`src/rtl/rti_pkg.sv`:
```
package rti_pkg;
  localparam int REG_W   = 8;
  localparam int RATE_W  = 3;
  localparam int NCODE   = (1 << RATE_W) - 1;
  localparam int EN_BIT  = 7;
  localparam int SW_BIT  = 6;
  localparam int SD_BIT  = 5;
  localparam int RSV_BIT = 4;
  localparam int BYP_BIT = 3;
  localparam int FLG_BIT = 7;

  typedef struct packed {
    logic              en;
    logic              stop_wait;
    logic              stop_dbg;
    logic              bypass;
    logic [RATE_W-1:0] rate;
  } ctl_t;

  typedef enum logic {
    REG_CTL = 1'b0,
    REG_FLG = 1'b1
  } reg_sel_e;
endpackage

```
`src/rtl/rti_prescaler.sv`:
```
module rti_prescaler #(
  parameter int CNT_W = 19
) (
  input  logic             clk_i,
  input  logic             rst_ni,
  input  logic             run_i,
  output logic [CNT_W-1:0] cnt_o
);
  logic [CNT_W-1:0] cnt_q;

  always_ff @(posedge clk_i or negedge rst_ni) begin
    if (!rst_ni)    cnt_q <= '0;
    else if (run_i) cnt_q <= cnt_q + 1'b1;
  end

  assign cnt_o = cnt_q;

  // a halted chain keeps its value
  a_r7_halt_holds: assert property (@(posedge clk_i) disable iff (!rst_ni)
    !run_i |=> cnt_q == $past(cnt_q));
  a_r2_run_steps: assert property (@(posedge clk_i) disable iff (!rst_ni)
    run_i |=> cnt_q == $past(cnt_q) + 1'b1);
endmodule

```
`src/rtl/rti_tap_sel.sv`:
```
module rti_tap_sel
  import rti_pkg::*;
#(
  parameter int CNT_W    = 19,
  parameter int PRE_BITS = 13,
  parameter int BYP_BITS = 2
) (
  input  logic              clk_i,
  input  logic              rst_ni,
  input  logic [CNT_W-1:0]  cnt_i,
  input  logic              run_i,
  input  logic [RATE_W-1:0] rate_i,
  input  logic              bypass_i,
  output logic              tick_o
);
  // hit[c]: selected tap goes 0->1 on this increment
  logic [NCODE:0] nrm_hit, byp_hit;
  assign nrm_hit[0] = 1'b0;
  assign byp_hit[0] = 1'b0;

  for (genvar c = 1; c <= NCODE; c++) begin : g_code
    localparam int NN = PRE_BITS + c - 2;
    localparam int BN = BYP_BITS + c - 2;
    assign nrm_hit[c] = ~cnt_i[NN] & (&cnt_i[NN-1:0]);
    assign byp_hit[c] = ~cnt_i[BN] & (&cnt_i[BN-1:0]);
  end

  assign tick_o = run_i & (bypass_i ? byp_hit[rate_i] : nrm_hit[rate_i]);

  a_r4_off_no_tick: assert property (@(posedge clk_i) disable iff (!rst_ni)
    rate_i == '0 |-> !tick_o);
  a_r3_tick_needs_run: assert property (@(posedge clk_i) disable iff (!rst_ni)
    tick_o |-> run_i);
endmodule

```
`src/rtl/rti_regs.sv`:
```
module rti_regs
  import rti_pkg::*;
(
  input  logic             clk_i,
  input  logic             rst_ni,
  input  logic             special_i,
  input  logic             wr_en_i,
  input  logic             addr_i,
  input  logic [REG_W-1:0] wdata_i,
  input  logic             tick_i,
  output logic [REG_W-1:0] rdata_o,
  output ctl_t             ctl_o,
  output logic             flag_o
);
  ctl_t ctl_q;
  logic lock_q, flag_q;
  logic ctl_wr, flag_clr;
  logic unused_rsv;

  assign ctl_wr     = wr_en_i & (reg_sel_e'(addr_i) == REG_CTL);
  assign flag_clr   = wr_en_i & (reg_sel_e'(addr_i) == REG_FLG) & wdata_i[FLG_BIT];
  assign unused_rsv = wdata_i[RSV_BIT];

  always_ff @(posedge clk_i or negedge rst_ni) begin
    if (!rst_ni) begin
      ctl_q  <= '0;
      lock_q <= 1'b0;
    end else if (ctl_wr) begin
      ctl_q.en   <= wdata_i[EN_BIT];
      ctl_q.rate <= wdata_i[RATE_W-1:0];
      if (special_i || !lock_q) begin
        ctl_q.stop_wait <= wdata_i[SW_BIT];
        ctl_q.stop_dbg  <= wdata_i[SD_BIT];
      end
      if (special_i) ctl_q.bypass <= wdata_i[BYP_BIT];
      else           lock_q       <= 1'b1;
    end
  end

  // set has priority over clear
  always_ff @(posedge clk_i or negedge rst_ni) begin
    if (!rst_ni)       flag_q <= 1'b0;
    else if (tick_i)   flag_q <= 1'b1;
    else if (flag_clr) flag_q <= 1'b0;
  end

  always_comb begin
    rdata_o = '0;
    if (reg_sel_e'(addr_i) == REG_CTL) begin
      rdata_o[EN_BIT]       = ctl_q.en;
      rdata_o[SW_BIT]       = ctl_q.stop_wait;
      rdata_o[SD_BIT]       = ctl_q.stop_dbg;
      rdata_o[BYP_BIT]      = ctl_q.bypass;
      rdata_o[RATE_W-1:0]   = ctl_q.rate;
    end else begin
      rdata_o[FLG_BIT] = flag_q;
    end
  end

  assign ctl_o  = ctl_q;
  assign flag_o = flag_q;

  a_r10_set_wins: assert property (@(posedge clk_i) disable iff (!rst_ni)
    tick_i |=> flag_q);
  a_r9_clear: assert property (@(posedge clk_i) disable iff (!rst_ni)
    flag_clr && !tick_i |=> !flag_q);
  a_r9_sticky: assert property (@(posedge clk_i) disable iff (!rst_ni)
    flag_q && !flag_clr |=> flag_q);
  a_r5_bypass_normal: assert property (@(posedge clk_i) disable iff (!rst_ni)
    !special_i |=> $stable(ctl_q.bypass));
  a_r6_locked: assert property (@(posedge clk_i) disable iff (!rst_ni)
    lock_q && !special_i |=> $stable(ctl_q.stop_wait) && $stable(ctl_q.stop_dbg));
  a_r12_rsv_zero: assert property (@(posedge clk_i) disable iff (!rst_ni)
    rdata_o[RSV_BIT] == 1'b0);
endmodule

```
`src/rtl/rti_timer.sv`:
```
module rti_timer
  import rti_pkg::*;
#(
  parameter int PRE_BITS = 13,
  parameter int BYP_BITS = 2
) (
  input  logic             clk_i,
  input  logic             rst_ni,
  input  logic             special_mode_i,
  input  logic             wait_i,
  input  logic             dbg_i,
  input  logic             wr_en_i,
  input  logic             addr_i,
  input  logic [REG_W-1:0] wdata_i,
  output logic [REG_W-1:0] rdata_o,
  output logic             irq_o
);
  localparam int CNT_W = PRE_BITS + NCODE - 1;

  ctl_t             ctl;
  logic             flag, tick, run;
  logic [CNT_W-1:0] cnt;

  assign run = ~(ctl.stop_wait & wait_i) & ~(ctl.stop_dbg & dbg_i);

  rti_prescaler #(.CNT_W(CNT_W)) u_pre (
    .clk_i (clk_i),
    .rst_ni(rst_ni),
    .run_i (run),
    .cnt_o (cnt)
  );

  rti_tap_sel #(.CNT_W(CNT_W), .PRE_BITS(PRE_BITS), .BYP_BITS(BYP_BITS)) u_tap (
    .clk_i   (clk_i),
    .rst_ni  (rst_ni),
    .cnt_i   (cnt),
    .run_i   (run),
    .rate_i  (ctl.rate),
    .bypass_i(ctl.bypass),
    .tick_o  (tick)
  );

  rti_regs u_regs (
    .clk_i    (clk_i),
    .rst_ni   (rst_ni),
    .special_i(special_mode_i),
    .wr_en_i  (wr_en_i),
    .addr_i   (addr_i),
    .wdata_i  (wdata_i),
    .tick_i   (tick),
    .rdata_o  (rdata_o),
    .ctl_o    (ctl),
    .flag_o   (flag)
  );

  assign irq_o = ctl.en & flag;

  a_r7_wait_blocks_tick: assert property (@(posedge clk_i) disable iff (!rst_ni)
    ctl.stop_wait && wait_i |-> !tick);
  a_r8_dbg_blocks_tick: assert property (@(posedge clk_i) disable iff (!rst_ni)
    ctl.stop_dbg && dbg_i |-> !tick);
  a_r11_irq_needs_flag: assert property (@(posedge clk_i) disable iff (!rst_ni)
    irq_o |-> flag);
endmodule

```
`config.mk`:
```
export PLATFORM = sky130hd
export DESIGN_NAME = rti_timer
export DESIGN_NICKNAME = d
export VERILOG_FILES = /design/src/rtl/rti_pkg.sv /design/src/rtl/rti_prescaler.sv /design/src/rtl/rti_tap_sel.sv /design/src/rtl/rti_regs.sv /design/src/rtl/rti_timer.sv
export SDC_FILE = /design/constraint.sdc
export NUM_CORES = 1
export LEC_CHECK = 0
export CAP_MARGIN = 20
export CORE_MARGIN = 10
export CORE_UTILIZATION = 53
export CTS_CLUSTER_SIZE = 24
export DETAILED_ROUTE_END_ITERATION = 10
export GPL_ROUTABILITY_DRIVEN = 0
export HOLD_SLACK_MARGIN = 0.03
export PLACE_DENSITY = 0.79
export REMOVE_ABC_BUFFERS = 1
export SLEW_MARGIN = 20
export SYNTH_ARGS = -nofsm -noshare
export SYNTH_HDL_FRONTEND = slang
export SYNTH_HIERARCHICAL = 1
export SYNTH_SLANG_ARGS = --single-unit
```
`constraint.sdc`:
```
create_clock -name clk_i -period 2.3 [get_ports clk_i]
set_clock_uncertainty 0.1 [all_clocks]
set_input_delay 0.46 -clock clk_i [delete_from_list [all_inputs] [get_ports clk_i]]
set_output_delay 0.46 -clock clk_i [all_outputs]
set_load 0.1 [all_outputs]
```
# Word level (Yosys, flattened, before mapping)

Index checks and enable logic that the tools add are counted.

Flip-flop bits (word level): 28
Input bits: 15
Output and inout port bits: 9
Logic and storage cells: 79

$add $sub $neg: 1
Magnitude comparators: 1
Muxes and demuxes: 10
Bitwise logic cells: 40
Reduce and logical (&&, ||, !) cells: 19

Operators with widths:

| kind                  | number |
|---|---|
| $and 1x1->1           | 22 |
| $add 19x1->19 const B | 1 |
| $not 1->1             | 18 |
| $reduce_and 18->1     | 1 |
| $reduce_and 17->1     | 1 |
| $reduce_and 16->1     | 1 |
| $reduce_and 15->1     | 1 |
| $reduce_and 14->1     | 1 |
| $reduce_and 13->1     | 1 |
| $reduce_and 12->1     | 1 |
| $reduce_and 2->1      | 4 |
| $reduce_and 7->1      | 1 |
| $bmux 1 s3            | 2 |
| $mux 1                | 6 |
| $reduce_and 6->1      | 1 |
| $reduce_and 5->1      | 1 |
| $lt 3x4->1 const B    | 1 |
| $mux 4                | 1 |
| $reduce_and 4->1      | 1 |
| $reduce_and 3->1      | 1 |
| $mux 2                | 1 |
| $reduce_bool 2->1     | 1 |
| $logic_not 1->1       | 1 |
| $logic_or 1x1->1      | 1 |

# Depth between registers and ports, before layout

Word-level depth: 7
Mapped depth: 7
Gate-level depth less buffers: 6

# Hierarchy

The synthesis kept the hierarchy.

Modules (own cells, without submodules):

| module        | times used | cells an instance | area each (um^2) |
|---|---|---|---|
| rti_prescaler | 1          | 66                | 815.8 |
| rti_regs      | 1          | 33                | 454.2 |
| rti_tap_sel   | 1          | 38                | 265.3 |
| rti_timer     | 1          | 2                 | 18.8 |

# Least setup slack after synthesis

Ideal clock, no wire load.

Path type: input to register
From: input port wait_i
To: register u_pre.cnt_q[13] (netlist: u_pre/cnt_o[13])
Setup time: 0.079 ns
Data arrival time: 1.617 ns
Data required time: 2.121 ns
Slack: 0.504 ns
Cell stages on the path: 5
Buffers on the path: 0
Path through: a22oi_2 > nand4_2 > or3b_1 > nor2_2 > xor2_1

Word-level cells in the longest chain between the ends: 3

Ends and longest elaborated chain:

| item                 | line                | text |
|---|---|---|
| start, declared      | rti_timer.sv:10     | `input logic wait_i,` |
| $and 1x1->1          | rti_timer.sv:24     | `assign run = ~(ctl.stop_wait & wait_i) & ~(ctl.stop_dbg & dbg_i);` |
| $not 1->1            | rti_timer.sv:24     |  |
| $and 1x1->1          | rti_timer.sv:24     |  |
| end signal, assigned | rti_prescaler.sv:13 | `else if (run_i) cnt_q <= cnt_q + 1'b1;` |
| end, declared        | rti_prescaler.sv:9  | `logic [CNT_W-1:0] cnt_q;` |

No other way between the ends.
A chain may end at the register's enable or synchronous reset.

# Final worst setup path

From: input port addr_i
To: output port rdata_o[6]

Word-level cells in the longest chain between the ends: 1

Ends and longest elaborated chain:

| item            | line            | text |
|---|---|---|
| start, declared | rti_timer.sv:13 | `input logic addr_i,` |
| $mux 2          | rti_regs.sv:49  | `if (reg_sel_e'(addr_i) == REG_CTL) begin` |
| end, declared   | rti_timer.sv:15 | `output logic [REG_W-1:0] rdata_o,` |

No other way between the ends.

==> PnR_summary.wiki <==
{| class="wikitable"
! Metric !! Value
|-
| P_leak || 0.838 nW
|-
| Number of max-cap violations || 0
|-
| Number of optimization iterations in the first detailed-route pass || 4
|-
| Avg Cell Area, Syn || 11.2 µm²
|-
| Register area share after synthesis || 45.1%
|-
| Inserted Clock Buffers || 3
|-
| Leading post-synthesis cells by cell area || sky130_fd_sc_hd__dfrtp_1, sky130_fd_sc_hd__xnor2_1, sky130_fd_sc_hd__mux2_2
|-
| Kind of start point of the critical path || primary input
|-
| Outcome || finished, final reports clean
|-
| Post-layout net count || 183
|-
| Cell with the biggest individual delay on the critical path || sky130_fd_sc_hd__clkdlybuf4s50_1
|-
| H-tree depth || 1
|-
| Reg-to-reg critical path endpoint || u_pre/cnt_o[13]
|-
| Final routed DRC violation total || 0
|-
| Mapped cell area || 1550 µm²
|-
| Final setup TNS || 0 ns
|-
| Clk_lat worst skew || 0.32 ns
|-
| Type of destination of the critical path || output port
|-
| Cell breakdown of the critical path || clkdlybuf4s50_1 > buf_4 > and2b_2 > buf_12
|-
| Crit-path leading delay family || buffers and inverters
|-
| Unrepaired setup endpoints after global routing || no
|-
| Number of buffers inserted by hold repair at cts || 0
|-
| Starting utilization of the core area || 55.9%
|-
| CTS clock-pin slew for the worst setup and hold paths || 0.15 ns
|-
| Synthesis-to-layout area growth || 23.2%
|-
| Classification of the worst setup path || primary input to output port
|-
| Area of the die || 5500 µm²
|-
| Vias in the first global route || 1204
|-
| Worst min path class || primary input to async pin
|-
| Initial drt markers || 109
|-
| Final hold vios || 0
|-
| R2R Path Start || u_regs/ctl_o[5]
|-
| Final worst-path cycle share || 90.1%
|-
| Remaining global-route overflow || 0
|-
| PwrDens || 818 nW/µm²
|-
| Wire length after detailed routing || 3460 µm
|-
| Max-slew violation count || 0
|-
| Total vias in the final route || 1135
|-
| Pin count of the biggest net entering global routing || 29
|-
| Largest stage delay on the critical path || 0.49 ns
|-
| Worst setup slack for register-to-register paths || 0.46 ns
|-
| Library cell with the largest summed area after synthesis || sky130_fd_sc_hd__dfrtp_1
|-
| Initial antenna violation count || 0
|-
| IO buf count || 21
|-
| Number of nets with antenna violations after detailed routing || 0
|-
| Cells after Synth || 139
|-
| Proportion of netlist area held by the largest area contributor || 45.1%
|-
| Horizontal die dimension || 74.2 µm
|-
| GRT Util Overall || 13.2%
|-
| Hold WS || 0.382 ns
|-
| Wire length of the first global-routing pass || 5800 µm
|-
| FMAX || 483 MHz
|-
| Half-perimeter wire length after placement || 2630 µm
|-
| Data required time of the worst path || 1.74 ns
|-
| Total buffers and inverters traversed by the critical path || 3
|-
| Distinct cell type count of the synthesized netlist || 44
|-
| Worst IR Drop VDD || 0.613 mV
|-
| Count of cells resized by post-cts repair || 0
|-
| Clock tree root driver cell || sky130_fd_sc_hd__clkbuf_4
|-
| Time the final worst path needs with I/O delays and setup || 2.07 ns
|-
| Ant diodes || 0
|-
| Number of storage elements in the synthesis netlist || 28
|-
| DR vias/cell || 5.76
|-
| Worst-case reg-to-reg path depth || 6
|-
| TritonCTS Sinks || 28
|-
| Data arrival, critical path || 1.51 ns
|-
| Share of final-layout standard cells stronger than drive strength 1 || 26.5%
|-
| Number of buffers on the longest clock path || 2
|-
| Number of primary I/O pins || 24
|-
| Worst Path Max Fanout || 8
|-
| Floorplan Core Area || 2780 µm²
|-
| TritonCTS clock tree || yes
|-
| Height of the chip || 74.2 µm
|-
| Count of synthesis-stage warnings from yosys || 6
|-
| Number of buffers inserted by post-CTS setup repair || 0
|-
| Routed wire length per instance || 17.5 µm
|-
| Number of setup violations in the final report || 0
|-
| Count of standard-cell rows || 19
|}
## through the flow
step	total power [mW]	setup slack (ns)	area (µm²)	utilization (%)	cells
6_report	1.57	0.228	1910	68.8	197
3_5_place_dp	1.33	0.0404	1880	67.5	193
5_1_grt	1.65	0.198	1910	68.8	197
3_3_place_gp	1.30	0.0776	1880	67.5	193
2_1_floorplan	1.10	0.504	1520	-	135
4_1_cts	1.57	0.222	1910	68.8	197
## worst max-delay path by stage
stage	from	endpoint	slack (ns)	depth (start not counted)
CTS	addr_i	rdata_o[6]	0.22	4
global route	addr_i	rdata_o[0]	0.20	4
finish	addr_i	rdata_o[6]	0.23	4
detailed placement	wait_i	u_pre/cnt_o[13]	0.04	7
global placement	wait_i	u_pre/cnt_o[13]	0.08	7
floorplan	wait_i	u_pre/cnt_o[13]	0.50	5
## area by class of cell
| type | instances | area, µm² |
|---|---|---|
| Clock buffer | 4 | 36.3 |
| Inverter | 2 | 7.51 |
| Tap cell | 31 | 38.8 |
| Multi-Input combinational cell | 105 | 808 |
| Timing Repair Buffer | 27 | 323 |
| Fill cell | 207 | 867 |
| Sequential cell | 28 | 701 |
## cell families (layout without fill, tap and decap cells)
kind of cell	Yosys count	count (layout)	synth area share [%]
AOI/OAI and AO/OA	18	18	9.74
xor gates and xnor gates	18	18	10.1
adders and majority gates	1	1	0.805
buffers and inverters	6	33	2.90
DFF	28	28	45.1
muxes	9	9	7.01
other	1	1	0.241
and+or+nand+nor	58	58	24.1
## power by group
part | switching [mW] | internal (mW)
logic | 0.326 | 0.265
registers | 0.158 | 0.580
clock network | 0.141 | 0.0967
total | 0.625 | 0.942
## synth_stat cells
cell type and n:
sky130_fd_sc_hd__and2_1 1, sky130_fd_sc_hd__o2111ai_1 1, sky130_fd_sc_hd__and4_1 2, sky130_fd_sc_hd__o21ai_2 1
sky130_fd_sc_hd__nand4_1 7, sky130_fd_sc_hd__mux2_2 7, sky130_fd_sc_hd__nand4bb_1 1, sky130_fd_sc_hd__a21o_2 1
sky130_fd_sc_hd__nand2b_1 3, sky130_fd_sc_hd__a41o_1 1, sky130_fd_sc_hd__o21ai_1 2, sky130_fd_sc_hd__o22ai_1 1
sky130_fd_sc_hd__nor2_2 1, sky130_fd_sc_hd__and2b_2 6, sky130_fd_sc_hd__o32ai_1 1, sky130_fd_sc_hd__nor2b_1 1
sky130_fd_sc_hd__nor4_1 1, sky130_fd_sc_hd__nand3_1 5, sky130_fd_sc_hd__mux2_4 2, sky130_fd_sc_hd__xnor2_1 11
sky130_fd_sc_hd__nor2_1 6, sky130_fd_sc_hd__or3b_1 1, sky130_fd_sc_hd__a21bo_2 1, sky130_fd_sc_hd__nor4bb_1 1
sky130_fd_sc_hd__buf_4 2, sky130_fd_sc_hd__a21boi_4 1, sky130_fd_sc_hd__xor2_1 7, sky130_fd_sc_hd__dfrtp_1 28
sky130_fd_sc_hd__nand4b_1 3, sky130_fd_sc_hd__nand2_1 11, sky130_fd_sc_hd__nand3b_1 1, sky130_fd_sc_hd__o32ai_2 1
sky130_fd_sc_hd__a22oi_2 1, sky130_fd_sc_hd__nor3b_2 1, sky130_fd_sc_hd__conb_1 1, sky130_fd_sc_hd__nand4_2 1
sky130_fd_sc_hd__nor2b_2 1, sky130_fd_sc_hd__and3_1 3, sky130_fd_sc_hd__a21oi_1 5, sky130_fd_sc_hd__buf_6 2
sky130_fd_sc_hd__ha_1 1, sky130_fd_sc_hd__inv_1 2, sky130_fd_sc_hd__a21o_1 1, sky130_fd_sc_hd__nand2_4 1
## state kept, by name, indices dropped and copies added, names as in the netlist
register,flops
u_regs/flag_o,1
u_regs/ctl_o,7
u_pre/cnt_o,19
u_regs/lock_q,1
## layout by cell type (no fill, tap or decap), types with 2 or more instances in the layout
cell,synthesis,routed
sky130_fd_sc_hd__a21oi_1,5,5
sky130_fd_sc_hd__and2b_2,6,6
sky130_fd_sc_hd__and3_1,3,3
sky130_fd_sc_hd__and4_1,2,2
sky130_fd_sc_hd__buf_12,0,7
sky130_fd_sc_hd__buf_4,2,7
sky130_fd_sc_hd__clkbuf_4,0,3
sky130_fd_sc_hd__clkdlybuf4s50_1,0,13
sky130_fd_sc_hd__dfrtp_1,28,28
sky130_fd_sc_hd__inv_1,2,2
sky130_fd_sc_hd__mux2_2,7,7
sky130_fd_sc_hd__mux2_4,2,2
sky130_fd_sc_hd__nand2_1,11,11
sky130_fd_sc_hd__nand2b_1,3,3
sky130_fd_sc_hd__nand3_1,5,5
sky130_fd_sc_hd__nand4_1,7,7
sky130_fd_sc_hd__nand4b_1,3,3
sky130_fd_sc_hd__nor2_1,6,6
sky130_fd_sc_hd__o21ai_1,2,2
sky130_fd_sc_hd__xnor2_1,11,11
sky130_fd_sc_hd__xor2_1,7,7
## worst register-to-register path: cells and delay by family (launching register included)
kind / cells / cell delay (ns)
buf+inv: 1 / 0.19
flops: 1 / 0.43
xor+xnor: 1 / 0.15
simple gates: 3 / 0.73
compound gates: 1 / 0.18
## metal layers
metal | share of wire (%) | track usage (%) | vias up
li1 | - | - | 549
met1 | 42 | 15.6 | 553
met2 | 53 | 23.2 | 29
met3 | 4.2 | 2.66 | 4
met4 | 0.67 | 4.14 | 0
met5 | 0 | 0 | -
Note: power is estimated with default switching activity, not from simulation.
